===== config.mk =====
export PLATFORM = sky130hd
export DESIGN_NAME = edo_seq
export DESIGN_NICKNAME = d
export VERILOG_FILES = /design/src/rtl/edo_seq_pkg.sv /design/src/rtl/edo_seq_ctrl.sv /design/src/rtl/edo_seq_pins.sv /design/src/rtl/edo_seq_capture.sv /design/src/rtl/edo_seq.sv
export SDC_FILE = /design/constraint.sdc
export NUM_CORES = 1
export LEC_CHECK = 0
export BUFFER_PORTS_ARGS = -buffer_cell sky130_fd_sc_hd__buf_2
export CAP_MARGIN = 0
export CORE_UTILIZATION = 50
export CTS_CLUSTER_DIAMETER = 200
export DETAILED_ROUTE_END_ITERATION = 6
export PLACE_DENSITY = 0.89
export SLEW_MARGIN = 0
export SYNTH_ARGS = -nofsm -noshare
export SYNTH_HDL_FRONTEND = slang
export SYNTH_SLANG_ARGS = --single-unit

===== constraint.sdc =====
create_clock -name clk -period 3.11 [get_ports clk]
set_input_delay 0.1555 -clock clk [delete_from_list [all_inputs] [get_ports clk]]
set_output_delay 0.1555 -clock clk [all_outputs]
set_load 0.05 [all_outputs]

===== src/rtl/edo_seq_pkg.sv =====
// Shared types for the EDO DRAM sequencer.
// Assumes: one phase record per cycle, produced by the controller and
// consumed by the pin generator.
package edo_seq_pkg;

    typedef enum logic [1:0] {
        ST_IDLE,
        ST_SETUP,
        ST_ACTIVE,
        ST_PRECHG
    } seq_state_t;

    // Registered per-cycle phase of the DRAM access.
    typedef struct packed {
        logic ras_on;   // row strobe active
        logic col_on;   // column address on the bus
        logic cas_on;   // column strobes active
        logic wr_on;    // write enable and data drive active
    } phase_t;

endpackage


===== src/rtl/edo_seq_ctrl.sv =====
// Access controller: steps idle -> row setup -> row active -> precharge
// and produces registered phase flags for the pin generator.
// Assumes 1 <= T_RAH <= T_RCD and T_RCD + T_CAS <= active length.
module edo_seq_ctrl
    import edo_seq_pkg::*;
#(
    parameter int T_RAH    = 1,
    parameter int T_RCD    = 2,
    parameter int T_CAS    = 2,
    parameter int T_RAS    = 6,
    parameter int T_RP     = 4,
    parameter int T_SAMPLE = 6
) (
    input  logic   clk,
    input  logic   rst_n,
    input  logic   req_valid,
    input  logic   req_write,
    input  logic   be_any,
    input  logic   ref_req,
    output logic   req_ready,
    output logic   ref_gnt,
    output logic   accept,
    output logic   zero_rd,
    output logic   sample_stb,
    output phase_t phase
);
    localparam int T_ACT0  = (T_RAS > T_SAMPLE) ? T_RAS : T_SAMPLE;
    localparam int T_ACT   = (T_ACT0 > T_RCD + T_CAS) ? T_ACT0 : T_RCD + T_CAS;
    localparam int CNT_W   = $clog2(T_ACT + T_RP + 1);
    localparam int RUN_W   = $clog2(T_ACT + T_RP + 2);
    localparam logic [CNT_W-1:0] ONE_V     = CNT_W'(1);
    localparam logic [CNT_W-1:0] ACT_LAST  = CNT_W'(T_ACT - 1);
    localparam logic [CNT_W-1:0] RP_LAST   = CNT_W'(T_RP - 1);
    localparam logic [CNT_W-1:0] RAH_V     = CNT_W'(T_RAH);
    localparam logic [CNT_W-1:0] RCD_V     = CNT_W'(T_RCD);
    localparam logic [CNT_W-1:0] CAS_END_V = CNT_W'(T_RCD + T_CAS);
    localparam logic [RUN_W-1:0] RUN_MAX   = RUN_W'(T_ACT + T_RP + 1);

    seq_state_t       state;
    logic [CNT_W-1:0] cnt;
    logic [CNT_W-1:0] cnt_inc;
    logic             is_wr;

    // Host/refresh handshake decode from the current state.
    always_comb begin
        req_ready  = (state == ST_IDLE) && !ref_req;
        ref_gnt    = (state == ST_IDLE) && ref_req;
        accept     = req_valid && req_ready;
        zero_rd    = accept && !be_any && !req_write;
        sample_stb = (state == ST_ACTIVE) && (cnt == ACT_LAST) && !is_wr;
        cnt_inc    = cnt + ONE_V;
    end

    // Sequence state, cycle counter and registered phase flags.
    always_ff @(posedge clk) begin
        if (!rst_n) begin
            state <= ST_IDLE;
            cnt   <= '0;
            is_wr <= 1'b0;
            phase <= '0;
        end else begin
            case (state)
                ST_IDLE: begin
                    if (accept && be_any) begin
                        state <= ST_SETUP;
                        is_wr <= req_write;
                    end
                end
                ST_SETUP: begin
                    state        <= ST_ACTIVE;
                    cnt          <= '0;
                    phase.ras_on <= 1'b1;
                    phase.col_on <= 1'b0;
                    phase.cas_on <= 1'b0;
                    phase.wr_on  <= 1'b0;
                end
                ST_ACTIVE: begin
                    if (cnt == ACT_LAST) begin
                        state <= ST_PRECHG;
                        cnt   <= '0;
                        phase <= '0;
                    end else begin
                        cnt          <= cnt_inc;
                        phase.col_on <= (cnt_inc >= RAH_V);
                        phase.cas_on <= (cnt_inc >= RCD_V) && (cnt_inc < CAS_END_V);
                        phase.wr_on  <= is_wr && (cnt_inc >= RAH_V);
                    end
                end
                ST_PRECHG: begin
                    if (cnt == RP_LAST) begin
                        state <= ST_IDLE;
                        cnt   <= '0;
                    end else begin
                        cnt <= cnt_inc;
                    end
                end
                default: state <= ST_IDLE;
            endcase
        end
    end

    // Checker counters: length of the current row-strobe low and high runs.
    logic [RUN_W-1:0] lo_run;
    logic [RUN_W-1:0] hi_run;
    always_ff @(posedge clk) begin
        if (!rst_n) begin
            lo_run <= '0;
            hi_run <= RUN_MAX;
        end else if (phase.ras_on) begin
            lo_run <= lo_run + RUN_W'(1);
            hi_run <= '0;
        end else begin
            lo_run <= '0;
            hi_run <= (hi_run == RUN_MAX) ? RUN_MAX : hi_run + RUN_W'(1);
        end
    end

    assert_ras_width_R4: assert property (@(posedge clk) disable iff (!rst_n)
        $fell(phase.ras_on) |-> (lo_run == RUN_W'(T_ACT)));
    assert_precharge_R4: assert property (@(posedge clk) disable iff (!rst_n)
        $rose(phase.ras_on) |-> (hi_run >= RUN_W'(T_RP)));
    assert_busy_in_row_R7: assert property (@(posedge clk) disable iff (!rst_n)
        phase.ras_on |-> !req_ready);
    assert_cas_after_col_R1: assert property (@(posedge clk) disable iff (!rst_n)
        phase.cas_on |-> phase.col_on);

endmodule


===== src/rtl/edo_seq_pins.sv =====
// Pin generator: latches the accepted request and gates the phase flags
// per half and per byte lane onto the DRAM pins.
// Assumes the phase flags are registered, so outputs change once per edge.
module edo_seq_pins
    import edo_seq_pkg::*;
#(
    parameter int ROW_W  = 10,
    parameter int LANE_W = 8,
    parameter int LANES  = 4,
    parameter int HALVES = 2
) (
    input  logic                      clk,
    input  logic                      rst_n,
    input  logic                      accept,
    input  logic [2*ROW_W-1:0]        req_addr,
    input  logic [LANE_W*LANES-1:0]   req_wdata,
    input  logic [LANES-1:0]          req_be,
    input  phase_t                    phase,
    output logic [ROW_W-1:0]          dram_addr,
    output logic [HALVES-1:0]         dram_ras_n,
    output logic [LANES-1:0]          dram_cas_n,
    output logic                      dram_we_n,
    output logic [LANE_W*LANES-1:0]   dram_dq_out,
    output logic                      dram_dq_oe,
    output logic [LANES-1:0]          be_lat
);
    localparam int LPH = LANES / HALVES;

    logic [2*ROW_W-1:0]      addr_lat;
    logic [LANE_W*LANES-1:0] wdata_lat;

    // Hold the request fields for the whole access.
    always_ff @(posedge clk) begin
        if (!rst_n) begin
            addr_lat  <= '0;
            wdata_lat <= '0;
            be_lat    <= '0;
        end else if (accept) begin
            addr_lat  <= req_addr;
            wdata_lat <= req_wdata;
            be_lat    <= req_be;
        end
    end

    // Row/column multiplexing and write drive.
    always_comb begin
        dram_addr   = phase.col_on ? addr_lat[ROW_W-1:0] : addr_lat[2*ROW_W-1:ROW_W];
        dram_we_n   = !phase.wr_on;
        dram_dq_oe  = phase.wr_on;
        dram_dq_out = wdata_lat;
    end

    // One row strobe per half, active when any lane of the half is enabled.
    for (genvar h = 0; h < HALVES; h++) begin : g_half
        assign dram_ras_n[h] = !(phase.ras_on && (|be_lat[h*LPH +: LPH]));
    end

    // One column strobe per byte lane.
    for (genvar l = 0; l < LANES; l++) begin : g_lane
        assign dram_cas_n[l] = !(phase.cas_on && be_lat[l]);

        assert_cas_in_ras_R3: assert property (@(posedge clk) disable iff (!rst_n)
            !dram_cas_n[l] |-> !dram_ras_n[l / LPH]);
        assert_early_we_R5: assert property (@(posedge clk) disable iff (!rst_n)
            ($fell(dram_cas_n[l]) && !dram_we_n) |-> $stable(dram_we_n));
    end

    for (genvar h = 0; h < HALVES; h++) begin : g_row_chk
        assert_row_setup_R1: assert property (@(posedge clk) disable iff (!rst_n)
            $fell(dram_ras_n[h]) |-> $stable(dram_addr));
    end

endmodule


===== src/rtl/edo_seq_capture.sv =====
// Read capture: samples the DRAM data word at the strobe from the
// controller, zeroes disabled lanes and pulses the valid flag.
// Assumes the DRAM keeps its output until the row strobe rises.
module edo_seq_capture #(
    parameter int LANE_W = 8,
    parameter int LANES  = 4
) (
    input  logic                    clk,
    input  logic                    rst_n,
    input  logic                    sample_stb,
    input  logic                    zero_rd,
    input  logic [LANES-1:0]        be_lat,
    input  logic [LANE_W*LANES-1:0] dq_in,
    output logic                    rd_valid,
    output logic [LANE_W*LANES-1:0] rd_data
);
    logic [LANE_W*LANES-1:0] masked;

    // Lane masking by the latched byte enables.
    for (genvar l = 0; l < LANES; l++) begin : g_mask
        assign masked[l*LANE_W +: LANE_W] = be_lat[l] ? dq_in[l*LANE_W +: LANE_W] : '0;
    end

    // Register the returned word and its valid pulse.
    always_ff @(posedge clk) begin
        if (!rst_n) begin
            rd_valid <= 1'b0;
            rd_data  <= '0;
        end else begin
            rd_valid <= sample_stb || zero_rd;
            if (sample_stb) begin
                rd_data <= masked;
            end else if (zero_rd) begin
                rd_data <= '0;
            end
        end
    end

    assert_single_source_R6: assert property (@(posedge clk) disable iff (!rst_n)
        !(sample_stb && zero_rd));

endmodule


===== src/rtl/edo_seq.sv =====
// Top of the EDO DRAM sequencer: host port in, DRAM pins out, refresh
// engine handshake. Assumes the refresh engine owns the pins only while
// ref_gnt is high.
module edo_seq
    import edo_seq_pkg::*;
#(
    parameter int ROW_W    = 10,
    parameter int LANE_W   = 8,
    parameter int LANES    = 4,
    parameter int HALVES   = 2,
    parameter int T_RAH    = 1,
    parameter int T_RCD    = 2,
    parameter int T_CAS    = 2,
    parameter int T_RAS    = 6,
    parameter int T_RP     = 4,
    parameter int T_SAMPLE = 6
) (
    input  logic                    clk,
    input  logic                    rst_n,
    input  logic                    req_valid,
    output logic                    req_ready,
    input  logic                    req_write,
    input  logic [2*ROW_W-1:0]      req_addr,
    input  logic [LANE_W*LANES-1:0] req_wdata,
    input  logic [LANES-1:0]        req_be,
    output logic                    rd_valid,
    output logic [LANE_W*LANES-1:0] rd_data,
    input  logic                    ref_req,
    output logic                    ref_gnt,
    output logic [ROW_W-1:0]        dram_addr,
    output logic [HALVES-1:0]       dram_ras_n,
    output logic [LANES-1:0]        dram_cas_n,
    output logic                    dram_we_n,
    output logic [LANE_W*LANES-1:0] dram_dq_out,
    output logic                    dram_dq_oe,
    input  logic [LANE_W*LANES-1:0] dram_dq_in
);
    phase_t           phase;
    logic             accept;
    logic             zero_rd;
    logic             sample_stb;
    logic             be_any;
    logic [LANES-1:0] be_lat;

    assign be_any = |req_be;

    edo_seq_ctrl #(
        .T_RAH(T_RAH), .T_RCD(T_RCD), .T_CAS(T_CAS),
        .T_RAS(T_RAS), .T_RP(T_RP), .T_SAMPLE(T_SAMPLE)
    ) u_ctrl (
        .clk(clk), .rst_n(rst_n), .req_valid(req_valid), .req_write(req_write),
        .be_any(be_any), .ref_req(ref_req), .req_ready(req_ready),
        .ref_gnt(ref_gnt), .accept(accept), .zero_rd(zero_rd),
        .sample_stb(sample_stb), .phase(phase)
    );

    edo_seq_pins #(
        .ROW_W(ROW_W), .LANE_W(LANE_W), .LANES(LANES), .HALVES(HALVES)
    ) u_pins (
        .clk(clk), .rst_n(rst_n), .accept(accept), .req_addr(req_addr),
        .req_wdata(req_wdata), .req_be(req_be), .phase(phase),
        .dram_addr(dram_addr), .dram_ras_n(dram_ras_n), .dram_cas_n(dram_cas_n),
        .dram_we_n(dram_we_n), .dram_dq_out(dram_dq_out), .dram_dq_oe(dram_dq_oe),
        .be_lat(be_lat)
    );

    edo_seq_capture #(
        .LANE_W(LANE_W), .LANES(LANES)
    ) u_cap (
        .clk(clk), .rst_n(rst_n), .sample_stb(sample_stb), .zero_rd(zero_rd),
        .be_lat(be_lat), .dq_in(dram_dq_in), .rd_valid(rd_valid), .rd_data(rd_data)
    );

    assert_gnt_pins_idle_R9: assert property (@(posedge clk) disable iff (!rst_n)
        ref_gnt |-> ((&dram_ras_n) && (&dram_cas_n) && dram_we_n && !dram_dq_oe));
    assert_gnt_no_ready_R9: assert property (@(posedge clk) disable iff (!rst_n)
        ref_gnt |-> !req_ready);

endmodule


---- After elaboration in Yosys (flattened, before gate mapping) ----
Index checks and enable logic that the tools add are counted.
word-level totals
  flip-flop bits (word level) ............. 100
  bits of input ports ..................... 93
  output and inout port bits .............. 85
  word-level logic and storage cells ...... 79
cells by class
  add/subtract/negate cells ............... 1
  $lt $le $gt $ge ......................... 3
  equal/unequal tests ..................... 8
  mux-type cells .......................... 17
  reductions and logical operators ........ 38
operators with widths
  cell                 count
  $mux 32              2
  $mux 8               4
  $logic_and 1x1->1    16
  $pmux 4 s3           1
  $logic_not 1->1      11
  $mux 10              1
  $mux 4               2
  $pmux 2 s4           1
  $pmux 4 s2           1
  $mux 2               3
  $add 4x1->4 const B  1
  $eq 2x2->1 const B   2
  $eq 4x2->1 const B   1
  $eq 4x3->1 const B   1
  $ge 4x1->1 const B   1
  $ge 4x2->1 const B   1
  $lt 4x3->1 const B   1
  $ne 2x2->1 const B   2
  $reduce_and 2->1     2
  $reduce_bool 2->1    2
  $reduce_or 2->1      2
  $reduce_or 4->1      1
  $mux 3               1
  $reduce_and 3->1     1
  other kinds (6)      6

---- Logic depth before layout (Yosys ltp) ----
  depth in word-level cells ............... 7
  gate-level depth with buffers ........... 8
  depth with buffers taken out ............ 6

---- Cells and area by module ----
Synthesis repeated with hierarchy kept, for this count alone.
unflattened totals
  cells, all modules ...................... 435
  area, all modules ....................... 4536.9 um2
modules (own cells, without submodules)
  module           instances  cells an instance  area each (um2)  seq. area each (um2)
  edo_seq_pins     1          199                2288.4           1121.1
  edo_seq_capture  1          147                1517.7           660.6
  edo_seq_ctrl     1          88                 723.2            220.2
  edo_seq          1          1                  7.5              0.0

---- Least setup slack after synthesis ----
No wires, ideal clock.
  path kind ............................... reg2reg
  start ................................... register u_ctrl.state[0]
  end ..................................... register u_cap.rd_data[10]
  library setup time ...................... 0.117 ns
  data arrival time ....................... 1.659 ns
  path slack .............................. 1.335 ns
  cell stages (with the launch flop) ...... 9
  buffers on the path ..................... 2
  clock period less this slack ............ 1.775 ns
  path through ............................ dfxtp_1 > inv_1 > ha_1 > nand3b_1 > o32a_1 > and2_1 > buf_6 > buf_6 > a22o_1
on the way
  cells in the longest elaborated chain, start to end .. 6
  elaborated cells between the ends (all ways) .. 10
  those cells by class .................... 1 x eq/ne; 1 x mux; 8 x reduce/logical
ends and longest elaborated chain
  item                            RTL line               source
  start: declaration              edo_seq_ctrl.sv:39     seq_state_t state;
  start signal: assignment        edo_seq_ctrl.sv:57     state <= ST_IDLE;
  start signal: assignment        edo_seq_ctrl.sv:65     state <= ST_SETUP;
  start signal: assignment        edo_seq_ctrl.sv:70     state <= ST_ACTIVE;
  $logic_not 2->1                 edo_seq_ctrl.sv:46     req_ready = (state == ST_IDLE) && !ref_req;
  $logic_and 1x1->1               edo_seq_ctrl.sv:46
  $logic_and 1x1->1               edo_seq_ctrl.sv:48     accept = req_valid && req_ready;
  $logic_and 1x1->1 (2 in a row)  edo_seq_ctrl.sv:49     zero_rd = accept && !be_any && !req_write;
  $reduce_bool 2->1 (no line)     --
  end signal: assignment          edo_seq_capture.sv:32  rd_data <= masked;
  end: declaration                edo_seq_capture.sv:15  output logic [LANE_W*LANES-1:0] rd_data
Several ways; a longest one is shown, not always the timed one.
A chain may end at the register's enable or synchronous reset.

---- Worst setup path after layout ----
  start ................................... register u_ctrl.state[0]
  end ..................................... register u_cap.rd_data[21]
The elaborated chain is that of the path after synthesis.

==> results.ini <==
[cts]
cts_max_path_buffers = 2
clk-insertion-delay-late_ns = 0.35
cts.sinks = 100
clockRootBuffer = clkbuf_8
htree_num_levels = 3
cts_tree = done
clk_pin_slew_worst_paths_ns = 0.09
numCtsBuffers = 9
postCtsResizedCells = 0

[grt]
grt.total_usage = 0.236
grt_pass1_vias = 3309
grt_pass1_wl_um = 15600
grt-ovfl-total = 0
grt_start_max_net_pins = 64
antenna_found_initial = 0

[logic_synthesis]
yosysMostFrequentCell = nand2_1
synth_top_area_frac = 0.511
syn_area_per_cell_sq_um = 9.26
synth-seq-cells = 100
synth_edf_count = 0
netlist_area_sq_um = 3920
yosysWarnings = 0
synth-async-reset-ratio = 0
synth.top_cells.by_count = nand2_1 (129), dfxtp_1 (100), a21boi_0 (61)
synth_area_leader_cell = dfxtp_1
syn-instance-count = 423
yosysSeqAreaShare = 0.511
syn_nets = 524
synth_area_leaders = dfxtp_1 (51%), nand2_1 (12%), a21boi_0 (12%)
synth_cell_types = 29
ys.flop_type = dfxtp_1

[power_and_ir_drop]
p_clk_frac = 0.254
pwr-share-seq = 0.486
p_total_mw = 2.95
p_sw_frac = 0.347
power_leakage_nw = 2.27
p_sw_mw = 1.03
internal_power_mw = 1.93
p_per_area_nw_per_um2 = 586
comb_power_share = 0.260
vdd_drop_max_v = 0.000324

[routing]
post-route-drc-count = 0
drt-total-wl_um = 9590
num_vias = 3474
drt_first_pass_iters = 4
routedWlPerCell_um = 13.9
ant_nets = 0
drt-initial-drc-count = 166
viasPerCell = 5.02

[timing]
tightest_slew_ns = 1.10
fmax_mhz = 418
finalHoldViolCount = 0
max_slew_margin = 0.265
setup_ws_ns = 0.720
timing.hold.ws_ns = 0.0139
rsz0062_at_grt = no
setup_viol = 0
finalMaxSlewViolations = 0
skew_ns = 0.0124
tns_ns = 0
min_period_ns = 2.39
post-route-period-util = 0.768

[worst_setup_path]
reg2reg_from = u_ctrl.state[0]
r2r_slack_ns = 0.72
startpoint = u_ctrl.state[0]
reg2reg_to = u_cap.rd_data[21]
startpoint_type = flop
required_ns = 3.41
cp_slowest_cell = and2_1
r2r_cells = 6
cp-endpoint = u_cap.rd_data[21]
slowest_delay_ns = 0.87
crit_path_end_kind = flop
critPathArrivalTime_ns = 2.69
crit_type = flop to flop
cp_cell_sequence = inv_1, ha_1, nand3b_1, o32a_1, and2_1, a22o_1
crit_path_max_fanout = 32

[finish]
num-nets-final = 689
stdcell_count = 692
area_growth_pct = 28.4
final_util = 0.679
antenna_cells = 0
drive_gt1_frac = 0.347
final_cell_area_sq_um = 5030

[worst_hold_path]
worstHoldPathType = input pin to flop

[outcome]
status = complete, no violations

[flow_run]
drv_cap = 0

[floorplanning]
die_h_um = 90.5
ios = 178
core_area_sq_um = 7410
dieArea_sq_um = 8200
core.rowCount = 31
initial_utilization = 0.529
dieWidth_um = 90.5

[place]
place_inst = 671
place_hpwl_um = 6980
placed_area_sq_um = 4810
gp_congestion = 0.863
dp_slack_ns = 0.715
io_buffer_count = 177

[cell usage in the layout, fill, tap and decap left out, types with 3 or more instances in the layout]
master / count
buf_2: 177
nand2_1: 129
dfxtp_1: 100
a21boi_0: 61
a22o_1: 33
mux2_2: 10
clkbuf_8: 10
ha_1: 8
inv_1: 6
and2_1: 6
o21ai_0: 6
nor2b_1: 5
dlygate4sd3_1: 5
a31oi_1: 3
nor3_1: 3
buf_4: 3
[critical path, delay by kind of cell (launching register included)]
kind	cells	cell delay (ns)
buf+inv	1	0.10
fa+ha+maj	1	0.34
flops	1	0.40
compound gates	2	0.47
simple gates	2	1.03
[logic make-up after synthesis]
kind of cell	count (synthesis)	share of synthesized area
muxes	12	0.0338
DFF	100	0.511
adders and majority gates	8	0.0255
and+or+nand+nor	158	0.174
buffers and inverters	37	0.0431
xor gates and xnor gates	1	0.00224
AOI/OAI and AO/OA	107	0.211
[state kept, by name, indices dropped and copies added, names as in the netlist]
name / cells
u_pins.addr_lat: 20
u_pins.dram_dq_out: 32
u_cap.rd_data: 32
u_ctrl.is_wr: 1
u_ctrl.cnt: 4
u_ctrl.phase: 4
u_ctrl.state: 2
u_cap.rd_valid: 1
u_pins.be_lat: 4
[how the worst min path moves through the flow]
stage                         startpoint           endpoint  slack [ns]  cells after the start
after global routing       dram_dq_in[8]   u_cap.rd_data[8]      0.0005                      2
after floorplan            dram_dq_in[0]   u_cap.rd_data[0]        0.28                      1
final                     dram_dq_in[25]  u_cap.rd_data[25]        0.01                      2
after detailed placement  dram_dq_in[22]  u_cap.rd_data[22]        0.37                      2
after global placement     dram_dq_in[3]   u_cap.rd_data[3]        0.37                      2
after CTS                 dram_dq_in[25]  u_cap.rd_data[25]       0.001                      2
[final cells by class]
| class | count | area [sq um] |
|---|---|---|
| fill | 613 | 2370 |
| sequential | 100 | 2000 |
| multi-input combinational | 286 | 1750 |
| timing repair buffer | 185 | 958 |
| clock buffer | 12 | 145 |
| tap | 99 | 124 |
| clock inverter | 4 | 32.5 |
| inverter | 6 | 22.5 |
[power groups by stage]
stage	clock network [mW]	logic [mW]	registers [mW]
floorplan	0	0.425	1.60
global placement	0	0.741	1.46
detailed placement	0	0.766	1.46
CTS	0.776	0.768	1.43
global route	0.832	0.833	1.45
finish	0.750	0.766	1.43
[metal layers]
metal  up-vias  routed length, um  global-route usage
li1       1757                  -                   -
met1      1602               4050               0.273
met2       106               4950               0.432
met3         9                472              0.0522
met4         0                122              0.0659
met5         -                  0                   0
[timing repair]
item / 4_1_cts / 5_1_grt
hold buffers: 2 / 3
setup buffers: 0 / 0
endpoints found under the hold margin: 2 / 3
endpoints found under the setup margin: 0 / 0
Power figures use the tool's default switching activity.
